[src/rtl/sgw_pkg.sv]
package sgw_pkg;

  typedef enum logic [2:0] {
    ST_IDLE,
    ST_CHECK,
    ST_REQ,
    ST_WORD0,
    ST_WORD1,
    ST_ISSUE
  } walkState_t;

  // strobes from control to datapath
  typedef struct packed {
    logic loadStart;
    logic takeFetch;
    logic loadAddr;
    logic loadSize;
    logic takeChunk;
    logic flagDone;
    logic flagShort;
  } walkStrobe_t;

  // conditions from datapath to control
  typedef struct packed {
    logic pendingZero;
    logic regionZero;
    logic tableEnd;
  } walkStatus_t;

endpackage

[src/rtl/sgw_ctrl.sv]
module sgw_ctrl
  import sgw_pkg::*;
(
  input  logic        clk,
  input  logic        rst,
  input  logic        xferStart,
  input  logic        descReqReady,
  input  logic        descRspValid,
  input  logic        chunkReady,
  input  walkStatus_t status,
  output walkStrobe_t strobe,
  output logic        descReqValid,
  output logic        chunkValid
);

  walkState_t state, nextState;

  always_ff @(posedge clk) begin
    if (rst) state <= ST_IDLE;
    else     state <= nextState;
  end

  always_comb begin
    nextState    = state;
    strobe       = '0;
    descReqValid = 1'b0;
    chunkValid   = 1'b0;
    unique case (state)
      ST_IDLE: begin
        if (xferStart) begin
          strobe.loadStart = 1'b1;
          nextState        = ST_CHECK;
        end
      end
      ST_CHECK: begin
        if (status.pendingZero) begin
          strobe.flagDone = 1'b1;
          nextState       = ST_IDLE;
        end else if (status.regionZero) begin
          if (status.tableEnd) begin
            strobe.flagShort = 1'b1;
            nextState        = ST_IDLE;
          end else begin
            nextState = ST_REQ;
          end
        end else begin
          nextState = ST_ISSUE;
        end
      end
      ST_REQ: begin
        descReqValid = 1'b1;
        if (descReqReady) begin
          strobe.takeFetch = 1'b1;
          nextState        = ST_WORD0;
        end
      end
      ST_WORD0: begin
        if (descRspValid) begin
          strobe.loadAddr = 1'b1;
          nextState       = ST_WORD1;
        end
      end
      ST_WORD1: begin
        if (descRspValid) begin
          strobe.loadSize = 1'b1;
          nextState       = ST_CHECK;
        end
      end
      ST_ISSUE: begin
        chunkValid = 1'b1;
        if (chunkReady) begin
          strobe.takeChunk = 1'b1;
          nextState        = ST_CHECK;
        end
      end
      default: nextState = ST_IDLE;
    endcase
  end

  // a stalled fetch request is not withdrawn
  a_r9_req_hold: assert property (@(posedge clk) disable iff (rst)
    descReqValid && !descReqReady |=> descReqValid);

  // a stalled chunk request is not withdrawn
  a_r9_chunk_hold: assert property (@(posedge clk) disable iff (rst)
    chunkValid && !chunkReady |=> chunkValid);

endmodule

[src/rtl/sgw_datapath.sv]
module sgw_datapath
  import sgw_pkg::*;
#(
  parameter int ADDR_W      = 32,
  parameter int CNT_W       = 24,
  parameter int REGION_BITS = 16,
  parameter int PAGE_BYTES  = 4096,
  parameter int DESC_BYTES  = 8
) (
  input  logic                     clk,
  input  logic                     rst,
  input  walkStrobe_t              strobe,
  input  logic                     issuing,
  input  logic [ADDR_W-1:0]        tableBase,
  input  logic                     toMemory,
  input  logic [CNT_W-1:0]         xferBytes,
  input  logic [ADDR_W-1:0]        rspAddrWord,
  input  logic                     rspLastBit,
  input  logic [REGION_BITS-1:0]   rspLenBits,
  output walkStatus_t              status,
  output logic [ADDR_W-1:0]        fetchAddr,
  output logic [ADDR_W-1:0]        chunkAddr,
  output logic [REGION_BITS:0]     chunkLen,
  output logic                     chunkWrite,
  output logic                     doneQ,
  output logic                     shortQ
);

  localparam int LEN_W = REGION_BITS + 1;
  localparam int CMP_W = (CNT_W > LEN_W) ? CNT_W : LEN_W;
  localparam logic [LEN_W-1:0]  FULL_REGION = LEN_W'(1) << REGION_BITS;
  localparam logic [ADDR_W-1:0] PAGE_LIMIT  = ADDR_W'(PAGE_BYTES);
  localparam logic [ADDR_W-1:0] DESC_STEP   = ADDR_W'(DESC_BYTES);

  logic [ADDR_W-1:0] baseQ;
  logic [ADDR_W-1:0] curPtr;
  logic [ADDR_W-1:0] regionAddr;
  logic [LEN_W-1:0]  regionLen;
  logic              lastFlag;
  logic [CNT_W-1:0]  pending;
  logic              dirQ;

  logic [ADDR_W-1:0] tableOffset;
  logic [LEN_W-1:0]  maskedLen;
  logic [LEN_W-1:0]  decodedLen;
  logic [CMP_W-1:0]  pendWide;
  logic [CMP_W-1:0]  regionWide;
  logic [CMP_W-1:0]  chunkWide;

  // descriptor size decode: bit 0 dropped, zero means a full region
  always_comb begin
    maskedLen  = LEN_W'({rspLenBits[REGION_BITS-1:1], 1'b0});
    decodedLen = (maskedLen == '0) ? FULL_REGION : maskedLen;
  end

  // chunk sizing: smaller of pending device bytes and region remainder
  always_comb begin
    pendWide   = CMP_W'(pending);
    regionWide = CMP_W'(regionLen);
    chunkWide  = (pendWide < regionWide) ? pendWide : regionWide;
    chunkLen   = LEN_W'(chunkWide);
  end

  always_comb begin
    tableOffset        = curPtr - baseQ;
    status.pendingZero = (pending == '0);
    status.regionZero  = (regionLen == '0);
    status.tableEnd    = lastFlag || (tableOffset >= PAGE_LIMIT);
  end

  always_ff @(posedge clk) begin
    if (rst) begin
      baseQ      <= '0;
      curPtr     <= '0;
      regionAddr <= '0;
      regionLen  <= '0;
      lastFlag   <= 1'b0;
      pending    <= '0;
      dirQ       <= 1'b0;
      doneQ      <= 1'b0;
      shortQ     <= 1'b0;
    end else begin
      doneQ  <= strobe.flagDone;
      shortQ <= strobe.flagShort;
      if (strobe.loadStart) begin
        baseQ     <= tableBase;
        curPtr    <= tableBase;
        regionLen <= '0;
        lastFlag  <= 1'b0;
        pending   <= xferBytes;
        dirQ      <= toMemory;
      end
      if (strobe.takeFetch) curPtr <= curPtr + DESC_STEP;
      if (strobe.loadAddr)  regionAddr <= rspAddrWord;
      if (strobe.loadSize) begin
        regionLen <= decodedLen;
        lastFlag  <= rspLastBit;
      end
      if (strobe.takeChunk) begin
        regionAddr <= regionAddr + ADDR_W'(chunkLen);
        regionLen  <= regionLen - chunkLen;
        pending    <= pending - CNT_W'(chunkLen);
      end
    end
  end

  assign fetchAddr  = curPtr;
  assign chunkAddr  = regionAddr;
  assign chunkWrite = dirQ;

  // a fetch is never taken from outside the one-page window
  a_r5_fetch_in_page: assert property (@(posedge clk) disable iff (rst)
    strobe.takeFetch |-> (curPtr - baseQ) < PAGE_LIMIT);

  // regions are even, so an odd chunk must drain the pending count
  a_r2_odd_only_final: assert property (@(posedge clk) disable iff (rst)
    issuing && chunkLen[0] |-> CNT_W'(chunkLen) == pending);

  // a short-table pulse only while device bytes remain
  a_r4_short_has_data: assert property (@(posedge clk) disable iff (rst)
    shortQ |-> pending != '0);

  // completion only with nothing pending
  a_r7_done_empty: assert property (@(posedge clk) disable iff (rst)
    doneQ |-> pending == '0);

endmodule

[src/rtl/sg_table_walker.sv]
module sg_table_walker
  import sgw_pkg::*;
#(
  parameter int ADDR_W      = 32,
  parameter int CNT_W       = 24,
  parameter int REGION_BITS = 16,
  parameter int PAGE_BYTES  = 4096,
  parameter int DESC_BYTES  = 8,
  localparam int LEN_W      = REGION_BITS + 1
) (
  input  logic              clk,
  input  logic              rst,
  input  logic [ADDR_W-1:0] tableBase,
  input  logic              xferStart,
  input  logic              toMemory,
  input  logic [CNT_W-1:0]  xferBytes,
  output logic              descReqValid,
  input  logic              descReqReady,
  output logic [ADDR_W-1:0] descReqAddr,
  input  logic              descRspValid,
  input  logic [31:0]       descRspData,
  output logic              chunkValid,
  input  logic              chunkReady,
  output logic [ADDR_W-1:0] chunkAddr,
  output logic [LEN_W-1:0]  chunkLen,
  output logic              chunkWrite,
  output logic              xferDone,
  output logic              tableShort
);

  walkStrobe_t strobe;
  walkStatus_t status;

  sgw_ctrl ctrl_i (
    .clk          (clk),
    .rst          (rst),
    .xferStart    (xferStart),
    .descReqReady (descReqReady),
    .descRspValid (descRspValid),
    .chunkReady   (chunkReady),
    .status       (status),
    .strobe       (strobe),
    .descReqValid (descReqValid),
    .chunkValid   (chunkValid)
  );

  sgw_datapath #(
    .ADDR_W      (ADDR_W),
    .CNT_W       (CNT_W),
    .REGION_BITS (REGION_BITS),
    .PAGE_BYTES  (PAGE_BYTES),
    .DESC_BYTES  (DESC_BYTES)
  ) dp_i (
    .clk         (clk),
    .rst         (rst),
    .strobe      (strobe),
    .issuing     (chunkValid),
    .tableBase   (tableBase),
    .toMemory    (toMemory),
    .xferBytes   (xferBytes),
    .rspAddrWord (ADDR_W'(descRspData)),
    .rspLastBit  (descRspData[31]),
    .rspLenBits  (descRspData[REGION_BITS-1:0]),
    .status      (status),
    .fetchAddr   (descReqAddr),
    .chunkAddr   (chunkAddr),
    .chunkLen    (chunkLen),
    .chunkWrite  (chunkWrite),
    .doneQ       (xferDone),
    .shortQ      (tableShort)
  );

  // chunk payload frozen while stalled
  a_r9_chunk_stable: assert property (@(posedge clk) disable iff (rst)
    chunkValid && !chunkReady |=> $stable(chunkAddr) && $stable(chunkLen) && $stable(chunkWrite));

  // fetch address frozen while stalled
  a_r9_req_stable: assert property (@(posedge clk) disable iff (rst)
    descReqValid && !descReqReady |=> $stable(descReqAddr));

  // every chunk is between one byte and a full region
  a_r3_len_range: assert property (@(posedge clk) disable iff (rst)
    chunkValid |-> (chunkLen != '0) && (chunkLen <= (LEN_W'(1) << REGION_BITS)));

endmodule

[config.mk]
export PLATFORM = sky130hd
export DESIGN_NAME = sg_table_walker
export DESIGN_NICKNAME = d
export VERILOG_FILES = /design/src/rtl/sgw_pkg.sv /design/src/rtl/sgw_ctrl.sv /design/src/rtl/sgw_datapath.sv /design/src/rtl/sg_table_walker.sv
export SDC_FILE = /design/constraint.sdc
export NUM_CORES = 1
export LEC_CHECK = 0
export BUFFER_PORTS_ARGS = -buffer_cell sky130_fd_sc_hd__clkbuf_2
export CORE_UTILIZATION = 40
export DETAILED_ROUTE_END_ITERATION = 6
export HOLD_SLACK_MARGIN = 0.02
export PLACE_DENSITY = 0.61
export SYNTH_ARGS = -nofsm -noshare
export SYNTH_HDL_FRONTEND = slang
export SYNTH_SLANG_ARGS = --single-unit
[constraint.sdc]
create_clock -name clk -period 5.5 [get_ports clk]
set_input_delay 0.55 -clock clk [delete_from_list [all_inputs] [get_ports clk]]
set_output_delay 0.55 -clock clk [all_outputs]
set_load 0.01 [all_outputs]
### Yosys cells after proc, flatten, opt, wreduce, memory -nomap -nowiden

Cells that the tools add are included.

* word-level logic and storage cells: 77
* flip-flop bits (word level): 144
* bits of input ports: 95
* output and inout bits: 86

* $lt $le $gt $ge: 2
* equality and inequality tests: 10
* add/sub/neg operators: 5
* mux-type cells: 35
* bitwise operators: 2
* reduce and logical (&&, ||, !) cells: 13

Operators by type and width (number)
* 2-to-1 mux 32 bit: 4
* 2-to-1 mux 17 bit: 5
* 2-to-1 mux 24 bit: 2
* adder 32 x 17 -> 32 bit: 1
* adder 32 x 4 -> 32 bit (second input constant): 1
* greater-or-equal comparator 32 x 13 -> 1 bit (second input constant): 1
* subtractor 32 bit: 1
* logical NOT 24 bit: 1
* less-than comparator 24 x 17 -> 1 bit: 1
* subtractor 24 x 17 -> 24 bit: 1
* 2-to-1 mux 3 bit: 7
* one-hot mux 3 bit (6 select lines): 1
* logical NOT 17 bit: 1
* subtractor 17 bit: 1
* logical NOT 15 bit: 1
* 2-to-1 mux 1 bit: 15
* != test 2 bit (second input constant): 5
* nonzero test 2 bit: 4
* equality test 3 x 2 -> 1 bit (second input constant): 2
* equality test 3 bit (second input constant): 2
* AND reduction 5 bit: 1
* OR reduction 4 bit: 1
* equality test 3 x 1 -> 1 bit (second input constant): 1
* logical NOT 3 bit: 1
* other kinds (5): 6

### Longest topological paths before layout

* depth in word-level cells: 7
* mapped depth: 25
* gate-level depth less buffers: 24

### Cells and area by module

Synthesis repeated with hierarchy kept, for this count alone.

* cells, all modules: 1478
* area total of the unflattened synthesis: 11483.5 um2

By module, submodules not included
* sgw_datapath: cells an instance 1437, seq. area each 2822.7 um2, times used 1, area an instance 11154.4 um2
* sgw_ctrl: cells an instance 41, seq. area each 60.1 um2, times used 1, area an instance 329.1 um2

### Least setup slack after synthesis

No wires, ideal clock.

* kind: reg-to-reg
* start: register dp_i.regionLen[9]
* end: register dp_i.pending[19], in the netlist dp_i.pendWide[19]
* setup time: 0.086 ns
* clock period less this slack: 5.231 ns
* data arrival time: 5.145 ns
* buffers on the path: 1
* cell stages (with the launch flop): 25
* required time: 5.414 ns
* slack: 0.269 ns
* cells stage by stage: dfxtp_1 inv_1 ha_1 a21o_1 a21o_1 a21oi_1 o21ai_0 a211oi_1 nor2_1 nor3_1 clkbuf_1 nand2_1 o21ai_0 inv_1 ha_1 nor2b_1 o31ai_1 a21oi_1 a221o_1 a2111oi_0 nor2_1 o22a_1 nor3_1 xnor2_1 a211oi_1

* longest elaborated chain between the ends: 4

Ends and longest elaborated chain
* from (decl): line sgw_datapath.sv:38 `logic [LEN_W-1:0] regionLen;`
* from (signal assigned): line sgw_datapath.sv:96 `regionLen <= decodedLen;`
* from (signal assigned): line sgw_datapath.sv:101 `regionLen <= regionLen - chunkLen;`
* less-than comparator 24 x 17 -> 1 bit: line sgw_datapath.sv:60 `chunkWide = (pendWide < regionWide) ? pendWide : regionWide;`
* 2-to-1 mux 17 bit: line sgw_datapath.sv:60
* net chunkLen[1]: line sg_table_walker.sv:25 `output logic [LEN_W-1:0] chunkLen,`
* subtractor 24 x 17 -> 24 bit: line sgw_datapath.sv:102 `pending <= pending - CNT_W'(chunkLen);`
* 2-to-1 mux 24 bit: line sgw_datapath.sv:99 `if (strobe.takeChunk) begin`
* to (signal assigned): line sgw_datapath.sv:90 `pending <= xferBytes;`
* to (signal assigned): line sgw_datapath.sv:102
* to (decl): line sgw_datapath.sv:40 `logic [CNT_W-1:0] pending;`

The timed path passes the listed nets, and every way through them passes these cells.
A chain may end at the register's enable or synchronous reset.

### Worst setup path in the final report

* start: register dp_i.regionLen[9]
* end: register dp_i.regionLen[14]

* longest elaborated chain between the ends: 4

Ends and longest elaborated chain (line)
* less-than comparator 24 x 17 -> 1 bit: sgw_datapath.sv:60
* 2-to-1 mux 17 bit: sgw_datapath.sv:60
* subtractor 17 bit *: sgw_datapath.sv:101
* 2-to-1 mux 17 bit *: sgw_datapath.sv:99

Every way passes the cells marked *; elsewhere a longest branch is shown, timed or not.

==> results.py <==
metrics = {
    "synth": {
        "yosysMostFrequentCell": "nand2_1",
        "synth.distinct_cells": 86,
        "postSynthRegisterBits": 144,
        "post_synth.cell_area_avg_um2": 7.33,
        "synth-warning-count": 0,
        "yosys.area.top_type_share_pct": 26.1,
        "netlist_top_cells_area": "dfxtp_1 26%, ha_1 11%, nand2_1 7.9%, a21oi_1 6.3%, nor2_1 4.8%",
        "synth_commonest_cells": "232 x nand2_1, 144 x dfxtp_1, 140 x nor2_1",
        "synthesized_instance_count": 1506,
        "synth_top_area_cell": "dfxtp_1",
        "synth.cell_area_um2": 11000,
        "postSynthNetCount": 1703,
        "synth_sequential_area_ratio_pct": 26.1,
        "count_of_flip_flops_with_a_built_in_enable_after_synthesis": 0,
        "synth_flop_cell": "dfxtp_1",
        "async_s_r_ff_share_synth_pct": 0,
    },
    "drt": {
        "detailedRoute.firstPassIterationCount": 7,
        "detail-route-antenna-nets": 0,
        "route.vias.total": 11800,
        "routedWlPerCell_um": 18.2,
        "drt-initial-drc-count": 980,
        "wirelength_mm": 36.7,
        "avgViaCountPerCell": 5.85,
        "drc_errors_left": 0,
    },
    "power": {
        "areal_power_density_over_the_cells_nw_per_um2": 287,
        "netsw_w": 0.00139,
        "seq_power_share_pct": 31.7,
        "power.share.switching_pct": 37.5,
        "part_of_the_total_power_dissipated_in_combinational_logic_pct": 36.2,
        "vdd_ir_max_mv": 0.210,
        "power.share.clock_pct": 32.1,
        "cellInternalPower_w": 0.00231,
        "leakage_nw": 5.46,
    },
    "worst_setup_path": {
        "worstSetupPathType": "reg2reg",
        "top_cell_family_by_delay_on_the_critical_path": "compound AO/OA/AOI/OAI gates",
        "required_ns": 5.80,
        "setup.worst_path.end_class": "flip-flop",
        "crit_path_max_incr_delay_ns": 0.40,
        "critPathBufInv": 3,
        "crit_path_top_delay_cell": "fa_1",
        "timing.critical_path.from_type": "flip-flop",
        "maximum_fanout_along_the_worst_path": 16,
        "worst-endpoint-arrival_ns": 5.42,
    },
    "timing": {
        "relSlewSlack_pct": 22.3,
        "worst_slew_pin_tran_ns": 1.16,
        "final_min_period_over_clock_period_pct": 93.2,
        "setup_total_negative_slack_ns": 0,
        "clock.fmax_mhz": 195,
        "final-hold-violation-count": 0,
        "finalClockSkew_ns": 0.0199,
        "finalCriticalPeriod_ns": 5.13,
        "setup-violations-final": 0,
        "grt_setup_unrepaired": "true",
        "final_max_slew_viol_count": 0,
    },
    "flow_run": {
        "drv_cap": 0,
    },
    "outcome": {
        "run_status": "complete, no violations",
    },
    "grt": {
        "grt.overflow.total": 0,
        "grt.total_usage_pct": 25.8,
        "largest_net_degree_at_the_start_of_global_routing": 83,
        "grt_pass1_vias": 11100,
        "grt_first_pass_wirelength_mm": 58.6,
        "grt_antenna_before_repair": 0,
    },
    "placement": {
        "gp_routability_congestion": 0.919,
        "dpl.hpwl_mm": 27.6,
        "buffer_ports.inserted": 180,
        "dpl-instance-area_um2": 12300,
    },
    "floorplanning": {
        "placementRows": 60,
        "fp.dieArea_um2": 28300,
        "core_um2": 27000,
        "floorplan_die_width_um": 168,
        "initial_core_util_pct": 40.8,
        "chipHeight_um": 168,
        "io_pins": 181,
    },
    "clock_tree": {
        "cts.root.buffer_cell": "clkbuf_16",
        "htree_num_levels": 4,
        "cts_buffers": 17,
        "worst_skew_pair.late_latency_ns": 0.44,
        "ctsHoldBuffers": 0,
        "numClockSinks": 144,
        "max-clock-path-buffers": 2,
        "clock_tree_from_tritoncts": "yes",
        "path_clk_slew_ns": 0.08,
    },
    "layout": {
        "insertedDiodeCount": 0,
        "stdcell_area_um2": 12900,
        "nets": 1854,
        "layout-area-overhead-vs-synth_pct": 17.0,
        "final_layout_size_suffix_gt1_share_pct": 16.5,
    },
    "worst_hold_path": {
        "worstHoldPathType": "in2reg",
    },
}
## cells in the final DEF, fill, tap and decap left out, types with 17 or more instances in the layout
| cell | synthesis | routed |
|---|---|---|
| clkbuf_2 | 0 | 179 |
| buf_4 | 0 | 22 |
| xnor2_1 | 30 | 30 |
| nand3_1 | 39 | 39 |
| nor3_1 | 27 | 25 |
| o21ai_0 | 76 | 74 |
| nand2_1 | 232 | 230 |
| a21o_1 | 31 | 31 |
| a311oi_1 | 30 | 29 |
| a21oi_1 | 138 | 137 |
| nor4_1 | 22 | 22 |
| dfxtp_1 | 144 | 144 |
| a31oi_1 | 25 | 24 |
| xor2_1 | 18 | 18 |
| nor2_1 | 140 | 139 |
| ha_1 | 98 | 97 |
| inv_1 | 95 | 94 |
| clkbuf_16 | 0 | 17 |
| and3_1 | 22 | 22 |
## registers in the layout, indices dropped and copies added (netlist names), 3 cells and up
register,count
dp_i.regionLen,17
dp_i.baseQ,32
dp_i.chunkAddr,32
dp_i.fetchAddr,32
dp_i.pendWide,24
ctrl_i.state,3
## power groups by stage
stage               combinational [W]  sequential (W)  clock (W)
global placement              0.00129         0.00120          0
CTS                           0.00131         0.00117    0.00120
floorplan                    0.000959         0.00119          0
global route                  0.00148         0.00118    0.00124
detailed placement            0.00129         0.00120          0
finish                        0.00134         0.00118    0.00119
## tightest hold or removal path, cell delays in order
cell and delay [ns]:
clkbuf_2 0.08, nand2_1 0.04, a21oi_1 0.05
## cells by family after synthesis
group	Yosys count	share of synthesized area [%]
simple gates	583	24.5
compound gates	454	27.3
buf+inv	167	5.69
flops	144	26.1
fa+ha+maj	102	11.8
xor+xnor	48	3.81
mux	8	0.760
## what timing repair did
action	4_1_cts	5_1_grt
gates resized for setup	0	14
setup endpoints to repair	0	16
buffers inserted	0	1
## final cells by class
cell class	count	area (um2)
Clock buffer	19	453
Clock inverter	13	129
Fill cell	2721	14100
Inverter	97	364
Multi-Input combinational cell	1195	7590
Sequential cell	144	2880
Tap cell	341	427
Timing Repair Buffer	202	1070
## layer usage
layer,GRT usage [%],part of all wire (%),up-vias
met1,36.0,47,5463
met4,7.31,2.0,0
met5,0,0,-
met3,4.58,7.9,39
li1,-,-,5771
met2,40.5,43,483
## stage by stage
step | util [%] | instances | setup slack, ns | hold slack [ns] | power [W]
finish | 47.8 | 2011 | 0.375 | 0.342 | 0.00370
global route | 47.8 | 2011 | -0.0691 | 0.360 | 0.00391
CTS | 47.6 | 2010 | 0.344 | 0.337 | 0.00368
detailed placement | 45.4 | 1978 | 0.364 | 0.448 | 0.00249
global placement | 45.4 | 1978 | 0.449 | 0.441 | 0.00248
floorplan | - | 1506 | 0.269 | 0.436 | 0.00215
## path summary, 6_finish.rpt
path / end / start / depth (start not counted) / slack [ns]
setup / recovery: dp_i.regionLen[14] / dp_i.regionLen[9] / 25 / 0.37
hold / removal: dp_i.chunkWrite / toMemory / 3 / 0.34
setup reg to reg: dp_i.regionLen[14] / dp_i.regionLen[9] / 25 / 0.37
hold reg to reg: dp_i.baseQ[5] / dp_i.baseQ[5] / 2 / 0.46
Power figures use the tool's default switching activity.
